`config.mk`:
```
export PLATFORM = sky130hd
export DESIGN_NAME = sccp_top
export DESIGN_NICKNAME = d
export VERILOG_FILES = /design/src/rtl/sccp_pkg.sv /design/src/rtl/sccp_write_arb.sv /design/src/rtl/sccp_regfile.sv /design/src/rtl/sccp_mode_watch.sv /design/src/rtl/sccp_top.sv
export SDC_FILE = /design/constraint.sdc
export NUM_CORES = 1
export LEC_CHECK = 0
export BUFFER_PORTS_ARGS = -buffer_cell sky130_fd_sc_hd__buf_2
export CAP_MARGIN = 20
export CORE_UTILIZATION = 40
export CTS_CLUSTER_SIZE = 30
export DETAILED_ROUTE_END_ITERATION = 6
export GPL_ROUTABILITY_DRIVEN = 0
export HOLD_SLACK_MARGIN = 0.03
export REMOVE_ABC_BUFFERS = 1
export SYNTH_ARGS = -nofsm -noshare
export SYNTH_HDL_FRONTEND = slang
export SYNTH_HIERARCHICAL = 1
export SYNTH_SLANG_ARGS = --single-unit
```
`constraint.sdc`:
```
create_clock -name clk -period 4.6 [get_ports clk]
set_input_delay 0.46 -clock clk [delete_from_list [all_inputs] [get_ports clk]]
set_output_delay 0.46 -clock clk [all_outputs]
set_load 0.03 [all_outputs]
```
`src/rtl/sccp_pkg.sv`:
```
package sccp_pkg;
  // Configuration bits in control-register order (LSB = program width)
  typedef struct packed {
    logic big_endian;
    logic late_abort;
    logic data_wide;
    logic prog_wide;
  } cfg_t;

  localparam int CFG_W = $bits(cfg_t);

  // True when a new configuration differs from the current one in any bit
  function automatic logic cfg_differs(cfg_t cur, cfg_t nxt);
    return (cur ^ nxt) != '0;
  endfunction

  // Select the fixed ID for index 0, the stored word otherwise
  function automatic logic [31:0] read_mux(logic is_zero, logic [31:0] id,
                                           logic [31:0] stored);
    return is_zero ? id : stored;
  endfunction
endpackage

```
`src/rtl/sccp_write_arb.sv`:
```
module sccp_write_arb #(
  parameter int DATA_W = 32,
  parameter int IDX_W  = 3
) (
  input  logic              mcr_valid,
  input  logic [IDX_W-1:0]  mcr_idx,
  input  logic [DATA_W-1:0] mcr_data,
  input  logic              dbg_wr,
  input  logic [IDX_W-1:0]  dbg_idx,
  input  logic [DATA_W-1:0] dbg_data,
  output logic              wr_en,
  output logic [IDX_W-1:0]  wr_idx,
  output logic [DATA_W-1:0] wr_data
);
  // Transfer port has priority over debug port
  always_comb begin
    wr_en   = mcr_valid | dbg_wr;
    wr_idx  = mcr_valid ? mcr_idx  : dbg_idx;
    wr_data = mcr_valid ? mcr_data : dbg_data;
  end
endmodule

```
`src/rtl/sccp_regfile.sv`:
```
module sccp_regfile #(
  parameter int DATA_W   = 32,
  parameter int IDX_W    = 3,
  parameter int CTRL_IDX = 1
) (
  input  logic              clk,
  input  logic              rst_n,
  input  logic [DATA_W-1:0] ctrl_rst_word,
  input  logic              wr_en,
  input  logic [IDX_W-1:0]  wr_idx,
  input  logic [DATA_W-1:0] wr_data,
  input  logic [IDX_W-1:0]  rd_idx_a,
  output logic [DATA_W-1:0] rd_data_a,
  input  logic [IDX_W-1:0]  rd_idx_b,
  output logic [DATA_W-1:0] rd_data_b,
  output logic [DATA_W-1:0] ctrl_word
);
  localparam int N_REGS = 1 << IDX_W;

  logic [DATA_W-1:0] mem [N_REGS];

  for (genvar i = 0; i < N_REGS; i++) begin : g_reg
    if (i == CTRL_IDX) begin : g_ctrl
      always_ff @(posedge clk) begin
        if (!rst_n)                           mem[i] <= ctrl_rst_word;
        else if (wr_en && wr_idx == IDX_W'(i)) mem[i] <= wr_data;
      end
    end else begin : g_plain
      always_ff @(posedge clk) begin
        if (!rst_n)                           mem[i] <= '0;
        else if (wr_en && wr_idx == IDX_W'(i)) mem[i] <= wr_data;
      end
    end
  end

  assign rd_data_a = mem[rd_idx_a];
  assign rd_data_b = mem[rd_idx_b];
  assign ctrl_word = mem[CTRL_IDX];
endmodule

```
`src/rtl/sccp_mode_watch.sv`:
```
module sccp_mode_watch
  import sccp_pkg::*;
(
  input  logic clk,
  input  logic rst_n,
  input  logic ctrl_wr_evt,
  input  cfg_t cfg_cur,
  input  cfg_t cfg_new,
  output logic mode_change
);
  always_ff @(posedge clk) begin
    if (!rst_n) mode_change <= 1'b0;
    else        mode_change <= ctrl_wr_evt && cfg_differs(cfg_cur, cfg_new);
  end
endmodule

```
`src/rtl/sccp_top.sv`:
```
module sccp_top
  import sccp_pkg::*;
#(
  parameter int          DATA_W    = 32,
  parameter int          IDX_W     = 3,
  parameter int          DBG_IDX_W = 4,
  parameter int          IDX_LSB   = 16,
  parameter int          CTRL_IDX  = 1,
  parameter int          CFG_LSB   = 4,
  parameter logic [31:0] ID_VALUE  = 32'h4144_0110
) (
  input  logic                 clk,
  input  logic                 rst_n,
  input  logic                 strap_prog_wide,
  input  logic                 strap_data_wide,
  input  logic                 strap_late_abort,
  input  logic                 strap_big_endian,
  input  logic                 mcr_valid,
  input  logic [31:0]          mcr_instr,
  input  logic [DATA_W-1:0]    mcr_data,
  output logic                 mcr_done,
  input  logic                 mrc_valid,
  input  logic [31:0]          mrc_instr,
  output logic [DATA_W-1:0]    mrc_data,
  output logic                 mrc_done,
  input  logic                 dbg_valid,
  input  logic                 dbg_we,
  input  logic [DBG_IDX_W-1:0] dbg_idx,
  input  logic [DATA_W-1:0]    dbg_wdata,
  output logic [DATA_W-1:0]    dbg_rdata,
  output logic                 dbg_ack,
  output logic                 cfg_prog_wide,
  output logic                 cfg_data_wide,
  output logic                 cfg_late_abort,
  output logic                 cfg_big_endian,
  output logic                 mode_change
);
  localparam int N_REGS = 1 << IDX_W;

  // Index decode (upper bits of the 4-bit field are masked off)
  logic [IDX_W-1:0] mcr_idx, mrc_idx, dbg_loc;
  logic             dbg_in_range, dbg_accept;
  assign mcr_idx      = mcr_instr[IDX_LSB +: IDX_W];
  assign mrc_idx      = mrc_instr[IDX_LSB +: IDX_W];
  assign dbg_loc      = dbg_idx[IDX_W-1:0];
  assign dbg_in_range = (dbg_idx >> IDX_W) == '0;
  assign dbg_accept   = dbg_valid && dbg_in_range;

  // Reset word for the control register from the straps
  cfg_t              strap_cfg;
  logic [DATA_W-1:0] ctrl_rst_word;
  assign strap_cfg     = '{big_endian: strap_big_endian, late_abort: strap_late_abort,
                           data_wide: strap_data_wide, prog_wide: strap_prog_wide};
  assign ctrl_rst_word = DATA_W'(strap_cfg) << CFG_LSB;

  // Write arbitration
  logic              wr_en;
  logic [IDX_W-1:0]  wr_idx;
  logic [DATA_W-1:0] wr_data;

  sccp_write_arb #(.DATA_W(DATA_W), .IDX_W(IDX_W)) u_arb (
    .mcr_valid (mcr_valid),
    .mcr_idx   (mcr_idx),
    .mcr_data  (mcr_data),
    .dbg_wr    (dbg_accept && dbg_we),
    .dbg_idx   (dbg_loc),
    .dbg_data  (dbg_wdata),
    .wr_en     (wr_en),
    .wr_idx    (wr_idx),
    .wr_data   (wr_data)
  );

  // Storage
  logic [DATA_W-1:0] rd_a, rd_b, ctrl_word;

  sccp_regfile #(.DATA_W(DATA_W), .IDX_W(IDX_W), .CTRL_IDX(CTRL_IDX)) u_rf (
    .clk           (clk),
    .rst_n         (rst_n),
    .ctrl_rst_word (ctrl_rst_word),
    .wr_en         (wr_en),
    .wr_idx        (wr_idx),
    .wr_data       (wr_data),
    .rd_idx_a      (mrc_idx),
    .rd_data_a     (rd_a),
    .rd_idx_b      (dbg_loc),
    .rd_data_b     (rd_b),
    .ctrl_word     (ctrl_word)
  );

  // Configuration and change detection (named for the checker)
  cfg_t cfg_bus, cfg_next;
  logic ctrl_wr_evt;
  assign cfg_bus     = cfg_t'(ctrl_word[CFG_LSB +: CFG_W]);
  assign cfg_next    = cfg_t'(wr_data[CFG_LSB +: CFG_W]);
  assign ctrl_wr_evt = wr_en && (wr_idx == IDX_W'(CTRL_IDX));

  sccp_mode_watch u_watch (
    .clk         (clk),
    .rst_n       (rst_n),
    .ctrl_wr_evt (ctrl_wr_evt),
    .cfg_cur     (cfg_bus),
    .cfg_new     (cfg_next),
    .mode_change (mode_change)
  );

  assign cfg_prog_wide  = cfg_bus.prog_wide;
  assign cfg_data_wide  = cfg_bus.data_wide;
  assign cfg_late_abort = cfg_bus.late_abort;
  assign cfg_big_endian = cfg_bus.big_endian;

  // Registered acknowledges and read data
  always_ff @(posedge clk) begin
    if (!rst_n) begin
      mcr_done  <= 1'b0;
      mrc_done  <= 1'b0;
      dbg_ack   <= 1'b0;
      mrc_data  <= '0;
      dbg_rdata <= '0;
    end else begin
      mcr_done <= mcr_valid;
      mrc_done <= mrc_valid;
      dbg_ack  <= dbg_accept;
      if (mrc_valid)
        mrc_data <= read_mux(mrc_idx == '0, ID_VALUE, rd_a);
      if (dbg_accept && !dbg_we)
        dbg_rdata <= read_mux(dbg_loc == '0, ID_VALUE, rd_b);
    end
  end

  initial begin
    if (N_REGS <= CTRL_IDX) $error("CTRL_IDX out of range");
  end
endmodule

```
==> reports/summary.txt <==
Fin nets: 1,370
Buffers on Ports: 155
I/O pin count: 214
CP Data Arrival Time: 3.23 ns
Layout cell share with drive strength beyond 1: 36.4%
CTS tree: yes
Fraction of registers with async set/reset: 0%
Die H: 207 um
Clock buffer depth: 3
Post-cts sizing count: 0
Main combinational cell family by area after synthesis: multiplexers
Hold Vio Cnt, Final: 0
Type of origin of the critical path: input port
H-tree levels: 2
Dpl cells: 1,720
Chip Width: 207 um
Post-route cell area: 0.0195 mm2
Worst skew pair latency: 0.55 ns
Skew final: 0.0187 ns
Crit Path Class: input port to register
Setup Buffers After CTS: 0
1st-pass router iterations: 5
Commonest cells after routing, fill and taps aside: 256 x edfxtp_1, 226 x and2_1, 153 x buf_2, 98 x mux2_2, 80 x mux4_1
DIE AREA: 0.0430 mm2
# DRC: 0
Overall Global Routing Usage: 21.0%
Critical path buffers and inverters: 2
Xor and xnor area share after synthesis: 0.208%
Synthesized area per cell: 16.1 um2
Distinct cells, synth: 41
P per Cell Area: 374 mW/mm2
Complex-gate fraction of the synthesized area: 3.38%
Worst slew margin: 39.4%
Slew Limit Fails: 0
Multiplexer area fraction after synthesis: 28.3%
Synth Area in Simple Gates: 11.3%
Total congestion overflow: 0
Core area: 0.0412 mm2
Cts hold-fix bufs: 0
Slowest cell on crit path: nor2_2
Antenna violations before repair: 1
RSZ-0062 raised after global routing: no
Worst setup path start: mcr_valid
Starting density of the core: 40.9%
Clock sink count: 324
Sequential area share after synthesis: 53.7%
Root buf cell: clkbuf_16
Maxcap violations: 0
Fill cells: 3,549
Post-DR wirelength/cell: 24.9 um
Routed Antenna Nets: 0
Worst hold path startpoint: strap_late_abort
Global-route wire length before repair: 66.4 mm
Core Rows: 74
Flops & latches, synth: 324
Vias in the first global route: 10,414
P_leak: 7.47 nW
Mapped Cells: 1,047
Outcome: complete, no violations
Leading cell type in the layout, fill and taps excluded: edfxtp_1
Tightest Pin Transition: 0.909 ns
Final setup vio count: 0
Detail Placement HPWL: 27.5 mm
Period utilization: 61.4%
Via count: 9,968
Yosys warning count: 6
Ys flop type: edfxtp_1
Detailed Route Iter0 Violations: 636
Placed inst area: 0.0183 mm2
Setup TNS Final: 0 ns
Post-synth EDFFs: 256
Cell Area, Synth: 0.0169 mm2
CTS buffer count: 38
Hold Crit Class: input port to register
Fmax: 354 MHz
Max VDD drop: 0.214 mV
DR vias/cell: 5.56
Crit path max fanout: 19
Largest stage delay on the critical path: 0.76 ns
R2R Path Start: u_rf/mem[1][4]
Setup crit end kind: register
Final WL: 44.6 mm
Required time of the critical path: 5.01 ns
Final non-filler cell total: 1,792
Largest net degree at the start of global routing: 54
Clock-pin slew on the worst setup and hold paths: 0.06 ns
CP delay by family, top: simple AND/OR/NAND/NOR gates
Fin crit period: 2.83 ns
P&R area growth vs syn: 15.6%
Adder-Cell Fraction of Synth Area: 0%
Cells along the critical path: buf_2, mux2_2, nand3b_1, nor2_2, buf_4, and2_1
[power breakdown]
group	leakage [nW]	internal, mW	switching, mW
clock network	0.554	1.58	1.19
logic	3.87	0.476	0.538
registers	3.04	3.40	0.102
total	7.47	5.45	1.83
[cells by family (layout without fill, tap and decap cells)]
family,after synthesis,after routing
AOI/OAI and AO/OA,75,75
xor gates and xnor gates,4,4
buffers and inverters,81,264
DFF,324,324
muxes,259,259
other,1,31
and+or+nand+nor,303,303
[layer usage]
metal  GRT usage, %  part of all wire [%]
met5              0                     0
met4           6.82                   2.3
met3           3.18                   4.9
met2           35.2                    49
met1           28.1                    44
[cell usage after synthesis, types with 2 or more instances]
library cell  instances  area, um2
buf_8                 2       30.0
o221a_2              12        135
mux2_4               31        465
edfxtp_1            256       7690
a22o_1               20        175
a22o_2                6       60.1
clkbuf_1             32        120
nor2_1                5       18.8
dfxtp_1              68       1360
nand2b_1              3       18.8
mux4_2               48       1080
buf_12                3       60.1
xnor2_1               4       35.0
buf_1                 7       26.3
buf_6                16        180
and3b_1               2       17.5
nand2_1               4       15.0
buf_2                17       85.1
nor2b_1              53        332
o31ai_1               3       22.5
mux4_1               80       2100
buf_4                 3       22.5
o21ai_0               6       30.0
and2_1              226       1410
mux2_2               98       1100
mux2_1                2       22.5
a21oi_1              26        130
[cell type report]
class                   instances  area, um2  area share [%]
multi-input cells             669       7510            38.6
diodes                          3       7.51          0.0385
well taps                     532        666            3.42
clock inverters                16       90.1           0.462
clock buffers                  53       1040            5.32
repair buffers                195       1120            5.74
flip-flops and latches        324       9050            46.4
[metrics by stage]
stage,util (%),power [mW],setup slack (ns),hold WS (ns)
detailed placement,44.5,4.58,1.18,0.455
global route,47.3,7.54,1.67,0.188
CTS,47.3,7.36,1.74,0.167
floorplan,-,4.15,0.712,0.582
global placement,44.5,4.55,1.19,0.458
finish,47.3,7.28,1.77,0.189
[worst paths after layout]
check | to | slack, ns | cells after the start
max | u_rf/mem[2][23] | 1.77 | 6
max reg2reg | dbg_rdata[4] | 2.97 | 3
min reg2reg | dbg_rdata[26] | 0.47 | 1
min | u_rf/mem[1][6] | 0.19 | 2
[registers in the layout, indices dropped and copies added, names as in the netlist]
signal	flops
u_rf/mem	256
dbg_rdata	32
mrc_data	32
dbg_ack	1
mcr_done	1
mrc_done	1
u_watch/mode_change	1
[worst reg2reg max path, stage by stage (launching register included)]
cell      delay, ns
edfxtp_1       0.44
mux4_1         0.54
mux2_2         0.31
o221a_2        0.23
No activity file was read; power rests on OpenSTA's default activity.
